$ cat config.mk
export PLATFORM = sky130hd
export DESIGN_NAME = sem_unit
export DESIGN_NICKNAME = d
export VERILOG_FILES = /design/src/rtl/sem_pkg.sv /design/src/rtl/sem_rr_arb.sv /design/src/rtl/sem_waitq.sv /design/src/rtl/sem_unit.sv
export SDC_FILE = /design/constraint.sdc
export NUM_CORES = 1
export LEC_CHECK = 0
export BUFFER_PORTS_ARGS = -buffer_cell sky130_fd_sc_hd__buf_2
export CAP_MARGIN = 15
export CORE_ASPECT_RATIO = 0.6
export CORE_MARGIN = 5
export CORE_UTILIZATION = 35
export DETAILED_ROUTE_END_ITERATION = 10
export GPL_ROUTABILITY_DRIVEN = 0
export SYNTH_ARGS = -nofsm -noshare
export SYNTH_HDL_FRONTEND = slang
export SYNTH_SLANG_ARGS = --single-unit
$ cat constraint.sdc
create_clock -name clk -period 5.4 [get_ports clk]
set_input_delay 0.54 -clock clk [delete_from_list [all_inputs] [get_ports clk]]
set_output_delay 0.54 -clock clk [all_outputs]
set_load 0.05 [all_outputs]
$ cat src/rtl/sem_pkg.sv
package sem_pkg;
  typedef enum logic {
    OP_TAKE = 1'b0,
    OP_GIVE = 1'b1
  } sem_op_e;

  function automatic int wrap_next(input int idx, input int n);
    return (idx == n - 1) ? 0 : idx + 1;
  endfunction
endpackage

$ cat src/rtl/sem_rr_arb.sv
module sem_rr_arb #(
  parameter int N_PORTS = 4,
  localparam int IDX_W = (N_PORTS > 1) ? $clog2(N_PORTS) : 1
) (
  input  logic               clk,
  input  logic               rst_n,
  input  logic [N_PORTS-1:0] cand,
  output logic               win_any,
  output logic [IDX_W-1:0]   win_idx,
  output logic [N_PORTS-1:0] win_oh
);
  import sem_pkg::*;

  logic [IDX_W-1:0] start_q;

  always_comb begin
    win_any = 1'b0;
    win_idx = '0;
    win_oh  = '0;
    for (int k = 0; k < N_PORTS; k++) begin
      int j;
      j = int'(start_q) + k;
      if (j >= N_PORTS) j = j - N_PORTS;
      if (!win_any && cand[j]) begin
        win_any   = 1'b1;
        win_idx   = IDX_W'(j);
        win_oh[j] = 1'b1;
      end
    end
  end

  always_ff @(posedge clk) begin
    if (!rst_n) start_q <= '0;
    else if (win_any) start_q <= IDX_W'(wrap_next(int'(win_idx), N_PORTS));
  end

  // a single winner, and only among candidates
  a_r6_one_winner: assert property (@(posedge clk) disable iff (!rst_n)
    $onehot0(win_oh) && ((win_oh & ~cand) == '0));
  a_r6_any_wins: assert property (@(posedge clk) disable iff (!rst_n)
    (cand != '0) |-> win_any);
endmodule

$ cat src/rtl/sem_waitq.sv
module sem_waitq #(
  parameter int N_PORTS = 4,
  localparam int IDX_W = (N_PORTS > 1) ? $clog2(N_PORTS) : 1,
  localparam int OCC_W = $clog2(N_PORTS + 1)
) (
  input  logic             clk,
  input  logic             rst_n,
  input  logic             push,
  input  logic [IDX_W-1:0] push_id,
  input  logic             pop,
  output logic [IDX_W-1:0] head_id,
  output logic             empty,
  output logic             full
);
  import sem_pkg::*;

  logic [IDX_W-1:0] slot_q [N_PORTS];
  logic [IDX_W-1:0] wr_q, rd_q;
  logic [OCC_W-1:0] occ_q;

  assign empty   = (occ_q == '0);
  assign full    = (occ_q == OCC_W'(N_PORTS));
  assign head_id = slot_q[rd_q];

  always_ff @(posedge clk) begin
    if (!rst_n) begin
      wr_q  <= '0;
      rd_q  <= '0;
      occ_q <= '0;
      for (int i = 0; i < N_PORTS; i++) slot_q[i] <= '0;
    end else begin
      if (push) begin
        slot_q[wr_q] <= push_id;
        wr_q <= IDX_W'(wrap_next(int'(wr_q), N_PORTS));
      end
      if (pop) rd_q <= IDX_W'(wrap_next(int'(rd_q), N_PORTS));
      if (push && !pop) occ_q <= occ_q + 1'b1;
      else if (pop && !push) occ_q <= occ_q - 1'b1;
    end
  end

  // a parked port always finds room
  a_r3_no_push_full: assert property (@(posedge clk) disable iff (!rst_n)
    push |-> !full);
  // a hand-off only happens with someone waiting
  a_r5_no_pop_empty: assert property (@(posedge clk) disable iff (!rst_n)
    pop |-> !empty);
endmodule

$ cat src/rtl/sem_unit.sv
module sem_unit #(
  parameter int N_PORTS    = 4,
  parameter int INIT_COUNT = 2,
  localparam int IDX_W = (N_PORTS > 1) ? $clog2(N_PORTS) : 1,
  localparam int CNT_W = $clog2(INIT_COUNT + 1)
) (
  input  logic               clk,
  input  logic               rst_n,
  input  logic [N_PORTS-1:0] req,
  input  logic [N_PORTS-1:0] rel,
  output logic [N_PORTS-1:0] ack,
  output logic               err,
  output logic [CNT_W-1:0]   count
);
  import sem_pkg::*;

  localparam logic [CNT_W-1:0] CNT_MAX = CNT_W'(INIT_COUNT);

  logic [CNT_W-1:0]   count_q, count_d;
  logic [N_PORTS-1:0] parked_q, parked_d;
  logic [N_PORTS-1:0] cand, win_oh, ack_d;
  logic               win_any, err_d;
  logic [IDX_W-1:0]   win_idx, head_id;
  logic               q_push, q_pop, q_empty, q_full;
  sem_op_e            op;

  assign cand = req & ~parked_q;
  assign op   = sem_op_e'(rel[win_idx]);

  sem_rr_arb #(.N_PORTS(N_PORTS)) u_arb (
    .clk(clk), .rst_n(rst_n), .cand(cand),
    .win_any(win_any), .win_idx(win_idx), .win_oh(win_oh)
  );

  sem_waitq #(.N_PORTS(N_PORTS)) u_wq (
    .clk(clk), .rst_n(rst_n), .push(q_push), .push_id(win_idx),
    .pop(q_pop), .head_id(head_id), .empty(q_empty), .full(q_full)
  );

  always_comb begin
    count_d  = count_q;
    parked_d = parked_q;
    ack_d    = '0;
    err_d    = 1'b0;
    q_push   = 1'b0;
    q_pop    = 1'b0;
    if (win_any) begin
      if (op == OP_GIVE) begin
        ack_d = win_oh;
        if (!q_empty) begin
          q_pop = 1'b1;
          ack_d[head_id]    = 1'b1;
          parked_d[head_id] = 1'b0;
        end else if (count_q == CNT_MAX) begin
          err_d = 1'b1;
        end else begin
          count_d = count_q + 1'b1;
        end
      end else begin
        if (count_q != '0) begin
          ack_d   = win_oh;
          count_d = count_q - 1'b1;
        end else begin
          q_push            = 1'b1;
          parked_d[win_idx] = 1'b1;
        end
      end
    end
  end

  always_ff @(posedge clk) begin
    if (!rst_n) begin
      count_q  <= CNT_MAX;
      parked_q <= '0;
    end else begin
      count_q  <= count_d;
      parked_q <= parked_d;
    end
  end

  assign ack   = ack_d;
  assign err   = err_d;
  assign count = count_q;

  // value stays in range
  a_r9_in_range: assert property (@(posedge clk) disable iff (!rst_n)
    count_q <= CNT_MAX);
  // one operation per cycle moves the count by at most one
  a_r6_single_step: assert property (@(posedge clk) disable iff (!rst_n)
    1'b1 |=> (count_q == $past(count_q)) || (count_q == $past(count_q) + 1'b1)
             || ($past(count_q) == count_q + 1'b1));
  // an over-release is flagged only at the cap and leaves the count alone
  a_r8_err_at_cap: assert property (@(posedge clk) disable iff (!rst_n)
    err |-> (count_q == CNT_MAX) && q_empty);
  a_r8_err_holds: assert property (@(posedge clk) disable iff (!rst_n)
    err |=> $stable(count_q));
  // acks go only to requesting ports; a parked port is freed by its ack
  a_r7_ack_to_req: assert property (@(posedge clk) disable iff (!rst_n)
    (ack & ~req) == '0);
  // nothing is parked while units are free
  a_r3_park_at_zero: assert property (@(posedge clk) disable iff (!rst_n)
    q_push |-> (count_q == '0));

  for (genvar g = 0; g < N_PORTS; g++) begin : g_port
    // a parked port holds its request until handed the unit
    a_r7_parked_holds: assert property (@(posedge clk) disable iff (!rst_n)
      parked_q[g] |-> req[g]);
    a_r7_park_clears: assert property (@(posedge clk) disable iff (!rst_n)
      (parked_q[g] && ack[g]) |=> !parked_q[g]);
  end
endmodule

After elaboration in Yosys (flattened, before gate mapping)
Memory sizes are Yosys's and may differ from the RTL's. A register that Yosys moved wholly into a read port is not among the register bits. Cells that the tools add are included.

Mux-type cells: 77. Add/sub/neg operators: 14. Bitwise gates (word level): 9. Equality and inequality tests: 8. Reduce and logical (&&, ||, !) cells: 23. Magnitude comparators: 16.

Operators by type and width (number): $ge 32x1->1 const B (4); $lt 32x4->1 const B (4); $mux 32 (4); $ge 32x4->1 const B (3); $sub 32x4->32 const B (3); $mux 4 (11); $mux 1 (34); $mux 2 (15); $or 4x4->4 (5); $demux 1 s2 (6); $logic_and 1x1->1 (11); $bmux 1 s2 (5); $add 2x1->2 const B (4); $and 4x4->4 (2); $ne 2x2->1 const B (4); $not 4->4 (2); $add 2x2->3 const B (2); $eq 2x1->1 const B (3); $lt 2x3->1 const B (2); $mux 3 (2); $reduce_bool 2->1 (3); $logic_not 1->1 (5); $ge 2x1->1 const B (2); $reduce_and 4->1 (1); other kinds (10) (10).

Bits in writable memories: 8. Input port bits: 10. Output and inout bits: 7. Register bits: 15. Memories: 1.

Memories: u_wq.slot_q (words 4, bits a word 2, rd ports 1, clocked after Yosys merged registers in 1, wr ports 4, line sem_waitq.sv:17) `logic [IDX_W-1:0] slot_q [N_PORTS];`.

Longest topological paths before layout
Depth after elaboration: 24. Depth in mapped cells: 16. Gate-level depth less buffers: 15.

Cells and area by module
Synthesis repeated with hierarchy kept, for this count alone.

Cells, all modules: 201. Area, all modules: 1918.1 sq um.

By module, submodules not included: sem_waitq (times used 1, cells an instance 65, area each 773.2 sq um); sem_rr_arb (times used 1, cells an instance 81, area each 678.2 sq um); sem_unit (times used 1, cells an instance 55, area each 466.7 sq um).

Least setup slack after synthesis
No wires, ideal clock.

Path kind: register to output. Start: reg u_arb.start_q[1]. End: out ack[0]. Slack: 1426 ps. Cell stages (with the launch flop): 10. Required time: 4860 ps. Data arrival time: 3434 ps. Path buffers: 1. Path through: dfxtp_1 -> inv_1 -> ha_1 -> buf_12 -> mux4_2 -> mux2_4 -> a221o_2 -> mux2i_2 -> a21o_2 -> a31oi_1.

Word-level cells in the longest chain between the ends: 19. Elaborated cells on any way between the ends: 75. Classes of those cells: 7 x add/sub; 12 x order compare; 42 x mux; 4 x bitwise; 10 x reduce/logical.

RTL lines: start, declared (line sem_rr_arb.sv:14) `logic [IDX_W-1:0] start_q;`; start signal, assigned (line sem_rr_arb.sv:34) `else if (win_any) start_q <= IDX_W'(wrap_next(int'(win_idx), N_PORTS));`; branches (longest 18 deep; another with $sub 32x4->32); $mux 4 (*) (line sem_unit.sv:47) `if (win_any) begin`; end, declared (line sem_unit.sv:11) `output logic [N_PORTS-1:0] ack,`.

Mark *: on every way between the ends. The select of a mux whose other input is x is not followed.

Worst setup path in the final report
Start: reg u_arb.start_q[0]. End: reg u_wq.occ_q[2].

Word-level cells in the longest chain between the ends: 22. Elaborated cells on any way between the ends: 53. Classes of those cells: 7 x add/sub; 4 x order compare; 31 x mux; 11 x reduce/logical.

RTL lines: branches (longest 18 deep; another with $sub 32x4->32); $mux 1 (*) (line sem_unit.sv:47); named net q_push (line sem_unit.sv:24) `logic q_push, q_pop, q_empty, q_full;`; $logic_not 1->1 (line sem_waitq.sv:38) `else if (pop && !push) occ_q <= occ_q - 1'b1;`; $logic_and 1x1->1 (line sem_waitq.sv:38); $reduce_bool 2->1 (no line); end signal, assigned (line sem_waitq.sv:37) `if (push && !pop) occ_q <= occ_q + 1'b1;`; end signal, assigned (line sem_waitq.sv:38); end, declared (line sem_waitq.sv:19) `logic [OCC_W-1:0] occ_q;`.

Mark *: on every way through the listed nets, which the timed path passes. The select of a mux whose other input is x is not followed. A chain may end at the register's enable or synchronous reset.

==> out/qor.csv <==
stage,metric,value,unit
outcome,status,completed,
worst_setup_path,CP Data Arrival Time,4.92,ns
global_routing,largest net degree at the start of global routing,17,
worst_setup_path,worst r2r src,u_arb.start_q[0],
drt,WL/cell,15.7,um
power,Peak VDD IR,0.000271,V
worst_setup_path,Crit Path Class,flip-flop to flip-flop,
logic_synthesis,"top cells by area, synth","dfxtp_1 18%, edfxtp_1 13%, ha_1 9.8%",
clocking,CTS tree,built,
worst_hold_path,hold path endpoint,u_wq.rd_q[1],
cells_and_area,Reg area,581,sq um
worst_setup_path,flop2flop setup slack,0.69,ns
floorplanning,IO Pins,17,
drt,DR vias,1652,
drt,WL final,4610,um
global_routing,GRT Overall Usage,0.133,
cells_and_area,Antenna diodes,0,
flow_run,max cap viols,0,
floorplanning,Die Width,106,um
drt,vias per inst,5.62,
global_routing,met2 Usage GRT,0.166,
worst_setup_path,critical-path cell list,inv_1 > ha_1 > mux4_2 > mux2_4 > mux2i_1 > mux2i_1 > nand2_1 > inv_1 > ha_1 > inv_1 > fa_1 > xor2_1 > or3_1 > a21oi_1,
power,sw power,744,uW
cells_and_area,synthesis-to-finish area growth,7.97,%
power,switching share of power,0.536,
clocking,Num CTS Buffers,3,
timing,Final TNS setup,0,ns
logic_synthesis,"area leader, netlist",dfxtp_1,
worst_hold_path,hold path cells,2,
worst_setup_path,Critical Path Fanout Max,16,
worst_setup_path,CP startpoint kind,flip-flop,
power,Clk pwr share,0.081,
timing,fin crit share,0.873,
worst_setup_path,RR Endpoint,u_wq.occ_q[2],
cells_and_area,"Core Util, Final",0.399,
timing,Slew Limit Fails,0,
clocking,CTS Buffer Depth,2,
floorplanning,Die ar.,7100,sq um
timing,Clock Skews,0.00450,ns
clocking,Sink Count,25,
worst_setup_path,Crit path required time,5.61,ns
power,PD cells,670,nW/um^2
worst_setup_path,"Top cell by count, worst path",inv_1,
power,P_int,643,uW
global_routing,M3 GR Usage,0.0401,
worst_setup_path,CP bufs+invs,3,
cells_and_area,multi-input logic area,1230,sq um
global_routing,most used routing layer,met1,
clocking,CTS resizes,0,
power,Reg power frac,0.224,
logic_synthesis,#FFs+latches synth,25,
drt,DRC errors left,0,
timing,minimum clock period,4.71,ns
worst_hold_path,hold path startpoint,u_wq.rd_q[1],
clocking,Clock Latency Late Sink,0.27,ns
worst_setup_path,CP endpoint kind,flip-flop,
worst_setup_path,depth of the most critical reg-to-reg path,14,
logic_synthesis,Synth top area share,0.178,
global_routing,GRT overflow,0,
cells_and_area,Final Instance Area,2070,sq um
drt,ANT nets after route,0,
worst_hold_path,Hold Crit Class,flip-flop to flip-flop,
floorplanning,Row Count,20,
logic_synthesis,"Avg Cell Area, Syn",8.95,sq um
timing,RSZ-0062 raised after global routing,false,
clocking,CTS H-tree depth,1,
timing,Final Hold Fails,0,
worst_setup_path,crit-path max cell delay,0.70,ns
logic_synthesis,Netlist cell types,50,
clocking,"Setup Fix Bufs, Post-CTS",0,
logic_synthesis,Syn Std Cell Area,1920,sq um
placement,port bufs,16,
floorplanning,CORE AREA,5180,sq um
clocking,CTS hold repair buffers,0,
floorplanning,Initial Utilization,0.370,
global_routing,first-pass GRT wire length,7510,um
placement,Area after DPL,2020,sq um
clocking,clock slew at reported path FFs,0.09,ns
global_routing,antenna violations before repair,0,
timing,Least-Margin Pin Slew,0.676,ns
drt,Initial DRC Count,181,
timing,Peak Freq,212,MHz
global_routing,vias in the first global route,1461,
logic_synthesis,synth warn,0,
worst_setup_path,"slowest stage cell, crit path",dfxtp_1,
worst_setup_path,critical path depth,14,
placement,placed cell count,290,
power,Leak,0.000823,uW
timing,Setup Viol. Count Final,0,
logic_synthesis,Syn Nets,240,
clocking,Root Buffer Master,clkbuf_8,
placement,DP Wirelength,3640,um
cells_and_area,non-filler cells in the finished layout,294,
worst_setup_path,CP top delay family,multiplexers,
power,combinational share of power,0.695,
cells_and_area,Fillers,532,
logic_synthesis,"Seq/Total Area, Yosys",0.303,
floorplanning,height of the die,67.3,um
global_routing,GRT met1 Usage,0.218,
drt,First-pass DRT Iterations,4,
cells_and_area,layout cell share with drive strength beyond 1,0.197,
timing,Max-slew headroom,0.546,
logic_synthesis,Post-Synthesis Cells,214,
cells_and_area,# nets final,255,
[metrics by stage]
stage               setup WS [ns]  power, uW  hold slack [ns]
floorplan                    1.43       1090            0.445
global placement            0.917       1260            0.470
detailed placement          0.710       1260            0.477
CTS                         0.709       1380            0.488
global route                0.341       1500            0.504
finish                      0.687       1390            0.487
[worst max-delay path by stage]
stage,startpoint,endpoint,slack [ns]
floorplan,u_arb.start_q[1],ack[0],1.43
global placement,u_arb.start_q[0],u_wq.occ_q[2],0.92
detailed placement,u_arb.start_q[0],u_wq.occ_q[2],0.71
CTS,u_arb.start_q[0],u_wq.occ_q[2],0.71
global route,u_arb.start_q[0],u_wq.occ_q[2],0.34
finish,u_arb.start_q[0],u_wq.occ_q[2],0.69
[layer usage]
layer,wire length [um],share of wire
met4,12,0.0026
met3,416,0.090
met5,0,0
met1,2500,0.54
met2,1680,0.36
[synth_stat cells, drive strengths merged]
| master | count |
|---|---|
| nand2 | 22 |
| nand3 | 21 |
| dfxtp | 17 |
| ha | 15 |
| nor2 | 15 |
| o21ai | 14 |
| a21oi | 10 |
| inv | 9 |
| edfxtp | 8 |
| mux2i | 7 |
| nand2b | 7 |
| nor3 | 7 |
| buf | 6 |
| nand4 | 6 |
| a31oi | 5 |
| nor2b | 5 |
| a222oi | 4 |
| mux4 | 4 |
| o211ai | 4 |
| and2b | 3 |
| or3 | 3 |
| a21o | 2 |
| clkbuf | 2 |
| mux2 | 2 |
| xor2 | 2 |
| a211o | 1 |
| a221o | 1 |
| a2bb2oi | 1 |
| and2 | 1 |
| and3 | 1 |
| and3b | 1 |
| fa | 1 |
| nor3b | 1 |
| nor4 | 1 |
| o221ai | 1 |
| o311a | 1 |
| o31ai | 1 |
| o32ai | 1 |
| or4 | 1 |
[worst register-to-register path, delay by kind of cell (launching register included)]
| family | cells | cell delay [ns] |
|---|---|---|
| AOI/OAI and AO/OA | 1 | 0.14 |
| xor gates and xnor gates | 1 | 0.15 |
| adders and majority gates | 3 | 1.09 |
| buffers and inverters | 3 | 0.53 |
| DFF | 1 | 0.70 |
| muxes | 4 | 1.53 |
| and+or+nand+nor | 2 | 0.52 |
[state kept, by name, indices dropped and copies added, names as in the netlist, named ones only]
name,cells
count,2
u_arb.start_q,2
u_wq.rd_q,2
u_wq.slot_q,8
parked_q,4
u_wq.occ_q,3
u_wq.wr_q,2
[cell families (layout without fill, tap and decap cells)]
family / after synthesis / count (layout) / synth area share
AND/OR/NAND/NOR: 95 / 95 / 0.257
AO/OA/AOI/OAI: 46 / 46 / 0.169
flip-flops: 25 / 25 / 0.303
buffers and inverters: 17 / 31 / 0.0542
adder cells (fa/ha/maj): 16 / 16 / 0.108
multiplexers: 13 / 13 / 0.0993
XOR/XNOR: 2 / 2 / 0.00915
[power by group through the flow]
| stage | Clock (uW) | Combinational (uW) | Sequential [uW] |
|---|---|---|---|
| final | 112 | 964 | 310 |
| after global routing | 126 | 1050 | 321 |
| after CTS | 116 | 951 | 311 |
| after detailed placement | 0 | 947 | 315 |
| after global placement | 0 | 946 | 312 |
| after floorplan | 0 | 777 | 316 |
[cells in the final DEF (no fill, tap or decap), types with 4 or more instances in the layout]
master and instances:
buf_2 16, nor2b_1 5, inv_1 9, a21oi_1 8, ha_1 15, nor3_1 7
a222oi_1 4, mux4_2 4, o211ai_1 4, o21ai_0 8, nand3_1 21, a31oi_1 5
nand2_1 22, nand4_1 6, nor2_1 15, mux2i_1 6, dfxtp_1 17, nand2b_1 5
edfxtp_1 8
[layout make-up]
class	instances	area share
clock buffers	4	0.0218
flip-flops and latches	25	0.281
inverters	9	0.0163
repair buffers	18	0.0460
multi-input cells	172	0.595
well taps	66	0.0399
Note: power is estimated with default switching activity, not from simulation.
